**src/rtl/pwm_aq_pkg.sv**
```systemverilog
package pwm_aq_pkg;
  localparam int unsigned NUM_EV = 6;
  localparam int unsigned ACT_W  = 2 * NUM_EV;
  localparam int unsigned ADDR_W = 3;
  localparam int unsigned DATA_W = 16;
  localparam int unsigned CTRL_W = 5;
  localparam int unsigned NUM_SHD = 3;

  // event indices
  localparam int unsigned EV_ZERO = 0;
  localparam int unsigned EV_PER  = 1;
  localparam int unsigned EV_AUP  = 2;
  localparam int unsigned EV_ADN  = 3;
  localparam int unsigned EV_BUP  = 4;
  localparam int unsigned EV_BDN  = 5;

  // control bits
  localparam int unsigned CTRL_RUN     = 0;
  localparam int unsigned CTRL_UPDN    = 1;
  localparam int unsigned CTRL_DEF_LSB = 2;

  // write map
  localparam logic [ADDR_W-1:0] A_CTRL = 3'd0;
  localparam logic [ADDR_W-1:0] A_PER  = 3'd1;
  localparam logic [ADDR_W-1:0] A_CMPA = 3'd2;
  localparam logic [ADDR_W-1:0] A_CMPB = 3'd3;
  localparam logic [ADDR_W-1:0] A_ACTA = 3'd4;
  localparam logic [ADDR_W-1:0] A_ACTB = 3'd5;
  localparam logic [ADDR_W-1:0] A_EVEN = 3'd6;
  localparam logic [ADDR_W-1:0] A_CLR  = 3'd7;

  typedef enum logic [1:0] {
    ACT_KEEP   = 2'b00,
    ACT_TOGGLE = 2'b01,
    ACT_LOW    = 2'b10,
    ACT_HIGH   = 2'b11
  } act_e;
endpackage

```
**src/rtl/pwm_aq_regs.sv**
```systemverilog
module pwm_aq_regs
  import pwm_aq_pkg::*;
#(
  parameter int unsigned CNT_W = 16
) (
  input  logic              clk_i,
  input  logic              rst_ni,
  input  logic              wr_en_i,
  input  logic [ADDR_W-1:0] wr_addr_i,
  input  logic [DATA_W-1:0] wr_data_i,
  input  logic              at_zero_i,
  output logic              run_o,
  output logic              updn_o,
  output logic [CNT_W-1:0]  per_o,
  output logic [CNT_W-1:0]  per_rel_o,
  output logic [CNT_W-1:0]  cmpa_o,
  output logic [CNT_W-1:0]  cmpb_o,
  output logic [ACT_W-1:0]  act_a_o,
  output logic [ACT_W-1:0]  act_b_o,
  output logic [NUM_EV-1:0] irq_en_o,
  output logic [NUM_EV-1:0] trig_en_o,
  output logic [NUM_EV-1:0] clr_o
);
  logic [CTRL_W-1:0] ctrl_q;
  logic [ACT_W-1:0]  act_a_q, act_b_q;
  logic [NUM_EV-1:0] irq_en_q, trig_en_q;
  logic [NUM_SHD-1:0][CNT_W-1:0] shd_q, cur_q;

  always_ff @(posedge clk_i or negedge rst_ni) begin
    if (!rst_ni) begin
      ctrl_q    <= '0;
      act_a_q   <= '0;
      act_b_q   <= '0;
      irq_en_q  <= '0;
      trig_en_q <= '0;
    end else if (wr_en_i) begin
      case (wr_addr_i)
        A_CTRL: ctrl_q <= wr_data_i[CTRL_W-1:0];
        A_ACTA: act_a_q <= wr_data_i[ACT_W-1:0];
        A_ACTB: act_b_q <= wr_data_i[ACT_W-1:0];
        A_EVEN: begin
          irq_en_q  <= wr_data_i[NUM_EV-1:0];
          trig_en_q <= wr_data_i[8 +: NUM_EV];
        end
        default: ;
      endcase
    end
  end

  // period, compare A, compare B: shadow plus active copy
  for (genvar g = 0; g < NUM_SHD; g++) begin : g_shd
    logic hit;
    assign hit = wr_en_i && (wr_addr_i == ADDR_W'(int'(A_PER) + g));
    always_ff @(posedge clk_i or negedge rst_ni) begin
      if (!rst_ni) begin
        shd_q[g] <= '0;
        cur_q[g] <= '0;
      end else if (hit) begin
        shd_q[g] <= wr_data_i[CNT_W-1:0];
        if (!ctrl_q[CTRL_DEF_LSB+g]) cur_q[g] <= wr_data_i[CNT_W-1:0];
      end else if (at_zero_i) begin
        cur_q[g] <= shd_q[g];
      end
    end
  end

  assign run_o     = ctrl_q[CTRL_RUN];
  assign updn_o    = ctrl_q[CTRL_UPDN];
  assign per_o     = cur_q[0];
  assign per_rel_o = shd_q[0];
  assign cmpa_o    = cur_q[1];
  assign cmpb_o    = cur_q[2];
  assign act_a_o   = act_a_q;
  assign act_b_o   = act_b_q;
  assign irq_en_o  = irq_en_q;
  assign trig_en_o = trig_en_q;
  assign clr_o     = (wr_en_i && wr_addr_i == A_CLR) ? wr_data_i[NUM_EV-1:0] : '0;
endmodule

```
**src/rtl/pwm_aq_timebase.sv**
```systemverilog
module pwm_aq_timebase #(
  parameter int unsigned CNT_W = 16
) (
  input  logic             clk_i,
  input  logic             rst_ni,
  input  logic             run_i,
  input  logic             updn_i,
  input  logic [CNT_W-1:0] per_i,
  input  logic [CNT_W-1:0] per_rel_i,
  output logic [CNT_W-1:0] cnt_o,
  output logic             up_o
);
  logic [CNT_W-1:0] cnt_q, cnt_d;
  logic             up_q, up_d;

  always_comb begin
    cnt_d = cnt_q;
    up_d  = up_q;
    if (run_i) begin
      if (!updn_i) begin
        up_d  = 1'b0;
        cnt_d = (cnt_q == '0) ? per_rel_i : cnt_q - 1'b1;
      end else if (up_q) begin
        if (cnt_q >= per_i) begin
          up_d  = 1'b0;
          cnt_d = (cnt_q == '0) ? '0 : cnt_q - 1'b1;
        end else begin
          cnt_d = cnt_q + 1'b1;
        end
      end else if (cnt_q == '0) begin
        if (per_i != '0) begin
          up_d  = 1'b1;
          cnt_d = CNT_W'(1);
        end
      end else begin
        cnt_d = cnt_q - 1'b1;
      end
    end
  end

  always_ff @(posedge clk_i or negedge rst_ni) begin
    if (!rst_ni) begin
      cnt_q <= '0;
      up_q  <= 1'b0;
    end else begin
      cnt_q <= cnt_d;
      up_q  <= up_d;
    end
  end

  assign cnt_o = cnt_q;
  assign up_o  = up_q;
endmodule

```
**src/rtl/pwm_aq_action.sv**
```systemverilog
module pwm_aq_action
  import pwm_aq_pkg::*;
(
  input  logic              clk_i,
  input  logic              rst_ni,
  input  logic [NUM_EV-1:0] ev_i,
  input  logic [ACT_W-1:0]  act_i,
  output logic              pwm_o
);
  act_e sel;
  logic pwm_q, pwm_d;

  // ascending scan: later (higher index) events win
  always_comb begin
    sel = ACT_KEEP;
    for (int i = 0; i < NUM_EV; i++) begin
      if (ev_i[i] && act_e'(act_i[2*i +: 2]) != ACT_KEEP) sel = act_e'(act_i[2*i +: 2]);
    end
    case (sel)
      ACT_TOGGLE: pwm_d = ~pwm_q;
      ACT_LOW:    pwm_d = 1'b0;
      ACT_HIGH:   pwm_d = 1'b1;
      default:    pwm_d = pwm_q;
    endcase
  end

  always_ff @(posedge clk_i or negedge rst_ni) begin
    if (!rst_ni) pwm_q <= 1'b0;
    else         pwm_q <= pwm_d;
  end

  assign pwm_o = pwm_q;
endmodule

```
**src/rtl/pwm_aq_status.sv**
```systemverilog
module pwm_aq_status
  import pwm_aq_pkg::*;
(
  input  logic              clk_i,
  input  logic              rst_ni,
  input  logic [NUM_EV-1:0] ev_i,
  input  logic [NUM_EV-1:0] clr_i,
  input  logic [NUM_EV-1:0] irq_en_i,
  input  logic [NUM_EV-1:0] trig_en_i,
  output logic [NUM_EV-1:0] raw_o,
  output logic [NUM_EV-1:0] masked_o,
  output logic              irq_o,
  output logic              trig_o
);
  logic [NUM_EV-1:0] raw_q;
  logic              trig_q;

  always_ff @(posedge clk_i or negedge rst_ni) begin
    if (!rst_ni) begin
      raw_q  <= '0;
      trig_q <= 1'b0;
    end else begin
      raw_q  <= (raw_q & ~clr_i) | ev_i;   // set beats clear
      trig_q <= |(ev_i & trig_en_i);
    end
  end

  assign raw_o    = raw_q;
  assign masked_o = raw_q & irq_en_i;
  assign irq_o    = |masked_o;
  assign trig_o   = trig_q;
endmodule

```
**src/rtl/pwm_aq_gen.sv**
```systemverilog
module pwm_aq_gen
  import pwm_aq_pkg::*;
#(
  parameter int unsigned CNT_W = 16
) (
  input  logic              clk_i,
  input  logic              rst_ni,
  input  logic              wr_en_i,
  input  logic [ADDR_W-1:0] wr_addr_i,
  input  logic [DATA_W-1:0] wr_data_i,
  output logic              pwm_a_o,
  output logic              pwm_b_o,
  output logic [CNT_W-1:0]  count_o,
  output logic              count_up_o,
  output logic              irq_o,
  output logic              trig_o,
  output logic [NUM_EV-1:0] raw_status_o,
  output logic [NUM_EV-1:0] masked_status_o
);
  localparam int unsigned NUM_OUT = 2;

  logic              run, updn, at_zero, dir_up;
  logic [CNT_W-1:0]  per_act, per_rel, cmpa_act, cmpb_act, cnt;
  logic [ACT_W-1:0]  act_a, act_b;
  logic [NUM_EV-1:0] irq_en, trig_en, clr, ev;
  logic [NUM_OUT-1:0][ACT_W-1:0] act_w;
  logic [NUM_OUT-1:0] pwm;

  pwm_aq_regs #(.CNT_W(CNT_W)) u_regs (
    .clk_i, .rst_ni, .wr_en_i, .wr_addr_i, .wr_data_i,
    .at_zero_i (at_zero),
    .run_o     (run),
    .updn_o    (updn),
    .per_o     (per_act),
    .per_rel_o (per_rel),
    .cmpa_o    (cmpa_act),
    .cmpb_o    (cmpb_act),
    .act_a_o   (act_a),
    .act_b_o   (act_b),
    .irq_en_o  (irq_en),
    .trig_en_o (trig_en),
    .clr_o     (clr)
  );

  pwm_aq_timebase #(.CNT_W(CNT_W)) u_tb (
    .clk_i, .rst_ni,
    .run_i     (run),
    .updn_i    (updn),
    .per_i     (per_act),
    .per_rel_i (per_rel),
    .cnt_o     (cnt),
    .up_o      (dir_up)
  );

  assign at_zero = run && (cnt == '0);

  always_comb begin
    ev = '0;
    if (run) begin
      ev[EV_ZERO] = (cnt == '0);
      ev[EV_PER]  = (cnt == per_act);
      ev[EV_AUP]  = (cnt == cmpa_act) &&  dir_up;
      ev[EV_ADN]  = (cnt == cmpa_act) && !dir_up;
      ev[EV_BUP]  = (cnt == cmpb_act) &&  dir_up;
      ev[EV_BDN]  = (cnt == cmpb_act) && !dir_up;
    end
  end

  assign act_w = {act_b, act_a};

  for (genvar g = 0; g < NUM_OUT; g++) begin : g_out
    pwm_aq_action u_act (
      .clk_i, .rst_ni,
      .ev_i  (ev),
      .act_i (act_w[g]),
      .pwm_o (pwm[g])
    );
  end

  pwm_aq_status u_st (
    .clk_i, .rst_ni,
    .ev_i      (ev),
    .clr_i     (clr),
    .irq_en_i  (irq_en),
    .trig_en_i (trig_en),
    .raw_o     (raw_status_o),
    .masked_o  (masked_status_o),
    .irq_o     (irq_o),
    .trig_o    (trig_o)
  );

  assign pwm_a_o    = pwm[0];
  assign pwm_b_o    = pwm[1];
  assign count_o    = cnt;
  assign count_up_o = dir_up;
endmodule

```
**config.mk**
```make
export PLATFORM = sky130hd
export DESIGN_NAME = pwm_aq_gen
export DESIGN_NICKNAME = d
export VERILOG_FILES = /design/src/rtl/pwm_aq_pkg.sv /design/src/rtl/pwm_aq_regs.sv /design/src/rtl/pwm_aq_timebase.sv /design/src/rtl/pwm_aq_action.sv /design/src/rtl/pwm_aq_status.sv /design/src/rtl/pwm_aq_gen.sv
export SDC_FILE = /design/constraint.sdc
export NUM_CORES = 1
export LEC_CHECK = 0
export ABC_AREA = 1
export BUFFER_PORTS_ARGS = -buffer_cell sky130_fd_sc_hd__buf_4
export CORE_MARGIN = 2
export CORE_UTILIZATION = 45
export CTS_CLUSTER_DIAMETER = 30
export DETAILED_ROUTE_END_ITERATION = 8
export PLACE_DENSITY = 0.66
export SYNTH_ARGS = -nofsm -noshare
export SYNTH_HDL_FRONTEND = slang
export SYNTH_SLANG_ARGS = --single-unit
```
**constraint.sdc**
```tcl
create_clock -name clk_i -period 2.3 [get_ports clk_i]
set_input_delay 0.23 -clock clk_i [delete_from_list [all_inputs] [get_ports clk_i]]
set_output_delay 0.23 -clock clk_i [all_outputs]
set_load 0.02 [all_outputs]
```
==> results.toml <==
[global_route]
grt_use_total_pct = 25.8
grt_max_degree = 45
grt_pass1_vias = 7137
grt_pass1_wl_mm = 39.4
grt_overflow_total = 0
antenna_found_initial = 0

[power]
power.share.switching_pct = 38.4
p_switching_mw = 4.55
ir_drop_mv = 0.594
power_frac_clock_pct = 24.0
leakage_nw = 5.30
p_seq_share_pct = 34.4
p_per_area_mw_per_mm2 = 1100
p_int_mw = 7.30
p_comb_share_pct = 41.6

[detailed_routing]
vias = 7704
firstDrtPassIters = 5
drtIter0Drc = 663
via_per_inst = 5.36
wl_per_cell_um = 17.6
post-route-drc-count = 0
antenna_left = 0
routed_wl_mm = 25.2

[placement]
place_area_mm2 = 0.00980
port_buffers = 54
dp_hpwl_mm = 18.6
gp_congestion = 0.966

[clocking]
clockRootBuffer = "clkbuf_16"
clk_latency_ns = 0.44
numCtsBuffers = 17
htreeDepth = 4
cts.sinks = 163
clk_pin_slew_ns = 0.07
cts_tree = "done"
cts_max_path_buffers = 2

[critical_path]
r2r_cells = 15
worstPathArrival_ns = 2.66
cp-start-kind = "register"
cpMaxStageDelayCell = "dfrtp_1"
reg2reg_slack_ns = -0.03
slowest_delay_ns = 0.37
crit_path_max_fanout = 8
required_ns = 2.63
reg2reg_to = "u_tb.cnt_o[12]$_DFFE_PN0P_"
startpoint = "u_regs.per_o[10]$_DFFE_PN0P_"
cp_top_family = "simple AND/OR/NAND/NOR gates"
path_cells = "inv_2 -> ha_1 -> nand2_1 -> inv_2 -> nand3_2 -> nor2_4 -> a211oi_1 -> nand2_2 -> nor2_4 -> nand2_2 -> buf_4 -> a21oi_1 -> o31ai_1 -> o21ai_1 -> inv_1"
r2r-start = "u_regs.per_o[10]$_DFFE_PN0P_"
cp-end-kind = "register"
path_class = "reg2reg"
crit_buf_inv = 4

[layout]
finalInstanceArea_mm2 = 0.0108
synthToLayoutAreaGrowth_pct = 27.5
antenna_cells = 0
utilization_pct = 58.1
mostFrequentLayoutCells = "293 x nand2_1, 159 x dfrtp_1, 152 x o21ai_0"
layout_commonest_cell = "nand2_1"
n_fill_cell = 1677
drive_above_1_share_pct = 24.7
finalNetCount = 1230

[synthesis]
synthFlopType = "dfrtp_1"
yosysSeqAreaShare_pct = 48.2
yosys.area.top_type_share_pct = 48.2
synth_seq_cells = 163
synth-edff-count = 0
synth_area_leaders = "dfrtp_1 48%, nand2_1 14%, o21ai_0 9.3%"
syn_nets = 1093
synth_area_per_cell_um2 = 8.05
ys_warn_count = 0
yosysUniqueCellTypes = 43
async_flop_share_pct = 100
synth_area_leader_cell = "dfrtp_1"
synthesis.area_mm2 = 0.00846
synth_cells = 1052

[sta]
skew_ns = 0.0109
hold_viol = 0
finalCritPeriodShare_pct = 101
rsz0062_at_grt = "yes"
setup_viol = 2
timing.final.ws_setup_ns = -0.0313
max_freq_ghz = 0.429
post-route-min-period_ns = 2.33
slew_violations = 0
tightest_slew_ns = 0.757
slew_headroom_pct = 49.4

[outcome]
run_status = "finished, violations left"
violations = "negative setup slack"

[floorplanning]
io_pins = 55
die_h_um = 141
row_count = 50
die-area_mm2 = 0.0199
die_w_um = 141
start_util_pct = 45.6
core_area_mm2 = 0.0186

[min_path]
hold_path_depth = 3
min-delay-start = "wr_data_i[14]"
hold_path_end = "u_regs.per_rel_o[14]$_DFFE_PN0P_"
holdCritPathClass = "in2reg"

[job]
max-cap-violations = 0
[kinds of logic (layout without fill, tap and decap cells)]
logic type / Yosys count / after routing / share of synthesized area (%)
AOI/OAI and AO/OA: 216 / 216 / 13.5
xor gates and xnor gates: 30 / 30 / 3.10
adders and majority gates: 19 / 19 / 2.81
buffers and inverters: 157 / 307 / 7.58
DFF: 163 / 163 / 48.2
muxes: 16 / 16 / 2.13
and+or+nand+nor: 451 / 451 / 22.7
[area by class of cell]
class | instances | area, um^2 | share of cell area, %
clock buffer | 19 | 443 | 4.10
sequential | 163 | 4080 | 37.8
timing repair buffer | 162 | 1400 | 13.0
tap | 234 | 293 | 2.71
multi-input combinational | 732 | 4000 | 37.1
clock inverter | 13 | 144 | 1.33
inverter | 113 | 432 | 4.00
[metrics by stage]
stage	total power, mW	instances	setup TNS (ns)	hold WS (ns)	setup slack [ns]
6_report	11.9	1436	-0.0372	0.0411	-0.0313
5_1_grt	12.6	1436	-1.20	0.0665	-0.171
4_1_cts	11.5	1424	0	0.0342	0.00175
3_5_place_dp	8.54	1387	-0.357	0.193	-0.144
3_3_place_gp	8.50	1387	-0.237	0.189	-0.0822
2_1_floorplan	6.60	1052	0	-0.0656	0.00971
[synthesized netlist by cell type, types with 8 or more instances]
cell and count:
ha_1 19, dfrtp_1 163, nand4_1 16, a21oi_1 26, xnor2_1 9, xor2_1 21, nand2_1 305, o21ai_0 157
inv_2 10, nor2_1 52, nor2_2 8, clkbuf_1 19, buf_2 18, nand3_1 38, inv_1 103, mux2_2 16
nor3_1 10
[layer usage]
metal	wire length (um)	vias up	global-route usage, %
met3	1850	40	4.72
met1	11300	3632	37.1
met4	436	0	7.63
li1	-	3700	-
met5	0	-	0
met2	11600	332	40.0
[sequential cells by signal, summed over array words and instances (netlist names)]
| name | count |
|---|---|
| u_tb.up_o | 1 |
| u_regs.ctrl_q | 5 |
| u_regs.act_a_o | 12 |
| u_st.trig_o | 1 |
| u_regs.per_o | 16 |
| u_regs.shd_q | 32 |
| u_regs.per_rel_o | 16 |
| u_regs.cmpa_o | 16 |
| u_tb.cnt_o | 16 |
| u_regs.cmpb_o | 16 |
| g_out.u_act.pwm_o | 2 |
| u_regs.trig_en_o | 6 |
| u_regs.act_b_o | 12 |
| u_regs.irq_en_o | 6 |
| u_st.raw_o | 6 |
[power groups by stage]
stage                     logic, mW  registers (mW)  clock network, mW
after CTS                      4.56            4.05               2.89
final                          4.93            4.08               2.84
after floorplan                2.47            4.14                  0
after global routing           5.41            4.15               3.00
after global placement         4.44            4.06                  0
after detailed placement       4.46            4.08                  0
[tightest hold or removal path: cells and delay by family]
kind / cells / cell delay, ns
buffers and inverters: 1 / 0.08
AOI/OAI and AO/OA: 1 / 0.08
and+or+nand+nor: 1 / 0.04
[worst max path at each step]
stage	cells after the start	to	slack, ns
final	15	u_tb.cnt_o[12]$_DFFE_PN0P_	-0.03
after global routing	14	u_tb.cnt_o[12]$_DFFE_PN0P_	-0.17
after CTS	19	g_out[0].u_act.pwm_o$_DFFE_PN0P_	0.002
after detailed placement	13	u_tb.cnt_o[13]$_DFFE_PN0P_	-0.14
after global placement	19	g_out[0].u_act.pwm_o$_DFFE_PN0P_	-0.08
after floorplan	13	u_tb.cnt_o[4]$_DFFE_PN0P_	0.01
[what timing repair did]
item                                   4_1_cts  5_1_grt
resized for setup                           18       59
cloned                                       0        0
hold buffers                                 1        0
setup buffers                                4       13
pin swaps                                    3       34
setup endpoints to repair                   19       38
endpoints found under the hold margin       41        0
No activity file was read; power rests on OpenSTA's default activity.
